File: src/rtl/rtcal_pkg.sv
package rtcal_pkg;
    localparam int BYTE_W  = 8;
    localparam int VAL_W   = 8;
    localparam int NFIELDS = 3;
    localparam int HOUR_IX = 2;

    typedef enum logic [1:0] {
        ST_RUN  = 2'd0,
        ST_HOLD = 2'd1,
        ST_FIRE = 2'd2
    } cmp_state_t;

    function automatic logic [VAL_W-1:0] bcd_value(input logic [BYTE_W-1:0] b);
        logic [VAL_W-1:0] tens;
        logic [VAL_W-1:0] ones;
        tens = VAL_W'(b[7:4]);
        ones = VAL_W'(b[3:0]);
        return VAL_W'(tens * VAL_W'(10)) + ones;
    endfunction
endpackage

File: src/rtl/rtcal_field_decode.sv
module rtcal_field_decode
    import rtcal_pkg::*;
#(
    parameter bit IS_HOUR = 1'b0
) (
    input  logic [BYTE_W-1:0] raw,
    input  logic              bin_mode,
    input  logic              hr24_mode,
    output logic              wild,
    output logic [VAL_W-1:0]  value
);
    logic              twelve;
    logic [BYTE_W-1:0] low7;
    logic [VAL_W-1:0]  base;

    assign wild   = (raw[7:6] == 2'b11);
    assign twelve = IS_HOUR && !hr24_mode;
    assign low7   = {1'b0, raw[6:0]};

    always_comb begin
        if (twelve) begin
            base  = bin_mode ? VAL_W'(low7) : bcd_value(low7);
            value = (base % VAL_W'(12)) + (raw[7] ? VAL_W'(12) : VAL_W'(0));
        end else begin
            base  = bin_mode ? VAL_W'(raw) : bcd_value(raw);
            value = base;
        end
    end
endmodule

File: src/rtl/rtcal_match_fsm.sv
module rtcal_match_fsm
    import rtcal_pkg::*;
(
    input  logic clk,
    input  logic rst_n,
    input  logic upd_strobe,
    input  logic freeze,
    input  logic hit_now,
    output logic alarm_hit
);
    cmp_state_t state_q;
    cmp_state_t state_d;

    always_ff @(posedge clk) begin
        if (!rst_n) state_q <= ST_RUN;
        else        state_q <= state_d;
    end

    always_comb begin
        state_d = state_q;
        unique case (state_q)
            ST_RUN, ST_HOLD: begin
                if (freeze)                      state_d = ST_HOLD;
                else if (upd_strobe && hit_now)  state_d = ST_FIRE;
                else                             state_d = ST_RUN;
            end
            ST_FIRE: begin
                if (freeze) state_d = ST_HOLD;
                else        state_d = ST_RUN;
            end
            default: state_d = ST_RUN;
        endcase
    end

    always_comb begin
        alarm_hit = (state_q == ST_FIRE);
    end


    single_pulse_chk: assert property (@(posedge clk) disable iff (!rst_n)
        alarm_hit |=> !alarm_hit);


    pulse_follows_strobe_chk: assert property (@(posedge clk) disable iff (!rst_n)
        alarm_hit |-> $past(upd_strobe && hit_now));


    freeze_blocks_chk: assert property (@(posedge clk) disable iff (!rst_n)
        freeze |=> !alarm_hit);


    match_fires_chk: assert property (@(posedge clk) disable iff (!rst_n)
        (upd_strobe && hit_now && !freeze && !alarm_hit) |=> alarm_hit);
endmodule

File: src/rtl/rtcal_alarm_match.sv
module rtcal_alarm_match
    import rtcal_pkg::*;
(
    input  logic              clk,
    input  logic              rst_n,
    input  logic              upd_strobe,
    input  logic              freeze,
    input  logic              bin_mode,
    input  logic              hr24_mode,
    input  logic [BYTE_W-1:0] alm_sec,
    input  logic [BYTE_W-1:0] alm_min,
    input  logic [BYTE_W-1:0] alm_hr,
    input  logic [BYTE_W-1:0] cur_sec,
    input  logic [BYTE_W-1:0] cur_min,
    input  logic [BYTE_W-1:0] cur_hr,
    output logic              alarm_hit
);
    logic [BYTE_W-1:0] alm_raw [NFIELDS];
    logic [BYTE_W-1:0] cur_raw [NFIELDS];
    logic [VAL_W-1:0]  alm_val [NFIELDS];
    logic [VAL_W-1:0]  cur_val [NFIELDS];
    logic [NFIELDS-1:0] alm_wild;
    logic [NFIELDS-1:0] cur_wild;
    logic [NFIELDS-1:0] field_ok;
    logic               hit_now;

    assign alm_raw[0] = alm_sec;
    assign alm_raw[1] = alm_min;
    assign alm_raw[2] = alm_hr;
    assign cur_raw[0] = cur_sec;
    assign cur_raw[1] = cur_min;
    assign cur_raw[2] = cur_hr;

    for (genvar i = 0; i < NFIELDS; i++) begin : g_field
        rtcal_field_decode #(.IS_HOUR(i == HOUR_IX)) u_alm (
            .raw       (alm_raw[i]),
            .bin_mode  (bin_mode),
            .hr24_mode (hr24_mode),
            .wild      (alm_wild[i]),
            .value     (alm_val[i])
        );
        rtcal_field_decode #(.IS_HOUR(i == HOUR_IX)) u_cur (
            .raw       (cur_raw[i]),
            .bin_mode  (bin_mode),
            .hr24_mode (hr24_mode),
            .wild      (cur_wild[i]),
            .value     (cur_val[i])
        );
        assign field_ok[i] = alm_wild[i] || (alm_val[i] == cur_val[i]);
    end

    assign hit_now = &field_ok;

    rtcal_match_fsm u_fsm (
        .clk        (clk),
        .rst_n      (rst_n),
        .upd_strobe (upd_strobe),
        .freeze     (freeze),
        .hit_now    (hit_now),
        .alarm_hit  (alarm_hit)
    );


    all_wild_fires_chk: assert property (@(posedge clk) disable iff (!rst_n)
        (upd_strobe && !freeze && !alarm_hit && (&alm_wild)) |=> alarm_hit);


    wild_field_ok_chk: assert property (@(posedge clk) disable iff (!rst_n)
        (alm_sec[7:6] == 2'b11) |-> field_ok[0]);

    logic unused_cur_wild;
    assign unused_cur_wild = ^cur_wild;
endmodule

File: config.mk
export PLATFORM = sky130hd
export DESIGN_NAME = rtcal_alarm_match
export DESIGN_NICKNAME = d
export VERILOG_FILES = /design/src/rtl/rtcal_pkg.sv /design/src/rtl/rtcal_field_decode.sv /design/src/rtl/rtcal_match_fsm.sv /design/src/rtl/rtcal_alarm_match.sv
export SDC_FILE = /design/constraint.sdc
export NUM_CORES = 1
export LEC_CHECK = 0
export ABC_CLOCK_PERIOD_IN_PS = 7900
export BUFFER_PORTS_ARGS = -buffer_cell sky130_fd_sc_hd__buf_2
export CORE_MARGIN = 2
export CORE_UTILIZATION = 50
export CTS_BUF_LIST = sky130_fd_sc_hd__clkbuf_16
export CTS_CLUSTER_SIZE = 12
export DETAILED_ROUTE_END_ITERATION = 6
export MAX_ROUTING_LAYER = met4
export PLACE_DENSITY = 0.72
export SYNTH_ARGS = -nofsm -noshare
export SYNTH_HDL_FRONTEND = slang
export SYNTH_SLANG_ARGS = --single-unit
File: constraint.sdc
create_clock -name clk -period 7.9 [get_ports clk]
set_input_delay 0.395 -clock clk [delete_from_list [all_inputs] [get_ports clk]]
set_output_delay 0.395 -clock clk [all_outputs]
set_load 0.02 [all_outputs]
==> out/results.ini <==
[grt]
gr-usage-met1_pct=30.2
overflow=0
grt_use_met3_pct=0.962
grt_pass1_wl_mm=14.1
busiest_layer=met2
grt_util_all_layers_pct=23.2
use_met2_pct=40.6
grt_pass1_vias=3224
antenna_found_initial=0
grt_max_degree=47

[setup_path]
startpoint_type=input port
reg2reg_depth=4
critPathKind=input port to flip-flop
path_max_fanout=12
arrival_ns=5.28
cp.required_ns=8.02
worstPathCellList=buf_2 -> ha_1 -> ha_1 -> a21oi_1 -> a21oi_1 -> o31ai_1 -> nand2b_1 -> nor3_1 -> a311oi_1 -> o221ai_1 -> ha_1 -> fa_1 -> xor2_1 -> nor4_1 -> nand2_1 -> a32o_1 -> a2111oi_2
regToRegSetupSlack_ns=6.49
endpoint_kind=flip-flop
r2r_end=u_fsm.state_q[1]$_SDFF_PN0_
critPathMaxStageDelay_ns=1.05
cp_slowest_cell=o31ai_1
crit_buf_inv=1
crit_top_cell=ha_1
path_delay_family=compound AO/OA/AOI/OAI gates
r2r_start=u_fsm.state_q[1]$_SDFF_PN0_

[power_and_ir_drop]
ir_drop_mv=0.0658
power.density_nw_per_um2=113
power_leakage_nw=1.68

[clock_tree]
clk_path_buf_depth=2
hold_buffers=0
cts_max_level=1
clkLatencyLatePin_ns=0.22
cts_buffers=3
clock-root-buffer=clkbuf_16
post_cts_resized=0
cts_setup_buffers=0
cts_tree=built
numClockSinks=2
path_clk_slew_ns=0.03

[route]
wl_per_cell_um=14.9
first_pass_iters=4
drcViolationCount=0
ant_nets=0
routed_via_density=6.13
first_iter_violations=141
vias=3310
routed_wl_mm=8.04

[status]
status=finished, final reports clean

[logic_synthesis]
netlist_instances=419
seq_area_frac_synth_pct=1.20
synth_edf_count=0
synth_fp_nets=535
syn_area_um2=3330
synth_seq_cells=2
yosysWarnings=0
ys_types=66
syn_area_per_cell_um2=7.96
ys.flop_type=dfxtp_1
synthArstFlopShare_pct=0

[placed_design]
post-place-cells=537
dpl_cell_area_um2=3640
portBuffers=54
dp_hpwl_mm=6.62
place.gp.congestion=0.904

[sta]
skew_ns=0.000482
holdWs_ns=0.405
tightest_slew_ns=1.28
fin_crit_ns=5.16
final_hold_viol_count=0
relSlewSlack_pct=13.7
fmax_ghz=0.194
rsz0062_at_grt=false
setup-violations-final=0
fin_crit_sh_pct=65.4
fin_tns_setup_ns=0
drv_slew=0

[floorplan]
start_util_pct=52.2
fp-row-count=29
die_w_um=85.6
core_um2=6390
die-area_um2=7340
io_pins=55
die_h_um=85.6

[cells_and_area]
layout.cells.non_filler=540
multiInputGateArea_um2=3140
fin_nets=581
final_core_util_pct=58.1
largest-register=u_fsm.state_q
drive_gt1_share_pct=14.5
top_regs=u_fsm.state_q: 2 flops
num-fill-cells=586
diodes=0
final_cell_mix=buf_2, ha_1, xnor2_1
final_common_cell=buf_2
largest_register_ff_count=2
seq_area_um2=40.0
area_delta_synth_final_pct=11.3
fin_area_um2=3710

[worst_hold_path]
hold_start=freeze
hold_class=input port to flip-flop
worstHoldPathCells=3
worstHoldEndpoint=u_fsm.state_q[0]$_SDFF_PN0_

[job]
cap_viol_max_count=0

==> how the worst max path moves through the flow <==
stage,from,endpoint,slack [ns],cells past startpoint
detailed placement,cur_hr[6],u_fsm.state_q[1]$_SDFF_PN0_,2.60,17
global placement,cur_hr[6],u_fsm.state_q[1]$_SDFF_PN0_,2.88,17
finish,cur_hr[6],u_fsm.state_q[1]$_SDFF_PN0_,2.74,17
CTS,cur_hr[6],u_fsm.state_q[1]$_SDFF_PN0_,2.81,17
global route,cur_hr[6],u_fsm.state_q[1]$_SDFF_PN0_,2.28,17
floorplan,cur_hr[1],u_fsm.state_q[1]$_SDFF_PN0_,3.49,17
==> routing by layer <==
layer  part of all wire, %  vias to the layer above
li1                      -                     1664
met1                    46                     1554
met2                    50                       84
met3                   3.5                        8
met4                  0.76                        0
met5                     0                        -
==> cells by family (layout without fill, tap and decap cells) <==
group	count (synthesis)	count (layout)	share of synthesized area, %
AOI/OAI and AO/OA	120	120	26.1
xor gates and xnor gates	66	66	17.8
adders and majority gates	62	62	26.4
buffers and inverters	35	79	4.50
DFF	2	2	1.20
muxes	14	14	4.32
and+or+nand+nor	120	120	19.7
==> cell usage after synthesis (6+ instances only) <==
cell type | number | area [um2]
a211o_1 | 6 | 52.6
a21oi_1 | 21 | 105
a211oi_1 | 8 | 60.1
and2_1 | 7 | 43.8
ha_1 | 48 | 601
nand2_1 | 25 | 93.8
nand2b_1 | 9 | 56.3
o21a_1 | 7 | 52.6
mux2i_1 | 11 | 110
xor2_1 | 19 | 166
xnor2_1 | 46 | 403
nor3_1 | 10 | 50.1
o21ai_0 | 17 | 85.1
nand3_1 | 10 | 50.1
nand4_1 | 6 | 37.5
a21o_1 | 10 | 75.1
inv_1 | 21 | 78.8
fa_1 | 14 | 280
a31oi_1 | 7 | 43.8
nor2_1 | 17 | 63.8
nor2b_1 | 8 | 50.1
clkbuf_1 | 8 | 30.0
==> worst register-to-register path, delay by kind of cell (launching register included) <==
family,cells,cell delay [ns]
compound gates,2,0.47
flops,1,0.32
simple gates,2,0.52
==> power by group <==
part / leakage [nW] / total (W) / internal, W / switching (W)
combinational: 1.63 / 0.000332 / 0.000152 / 0.000180
sequential: 0.0164 / 0.0000106 / 0.0000105 / 0.000000169
clock: 0.0370 / 0.0000763 / 0.0000644 / 0.0000118
total: 1.68 / 0.000419 / 0.000227 / 0.000192
==> through the flow <==
stage               setup slack (ns)  total power, W
floorplan                       3.49        0.000267
global placement                2.88        0.000330
detailed placement              2.60        0.000341
CTS                             2.81        0.000419
global route                    2.28        0.000458
finish                          2.74        0.000419
==> cell type report <==
type | count | share of cell area (%)
well taps | 77 | 2.60
flip-flops and latches | 2 | 1.08
multi-input cells | 382 | 84.7
repair buffers | 55 | 7.48
clock buffers | 3 | 2.02
inverters | 21 | 2.12
(Power assumes the default switching activity.)
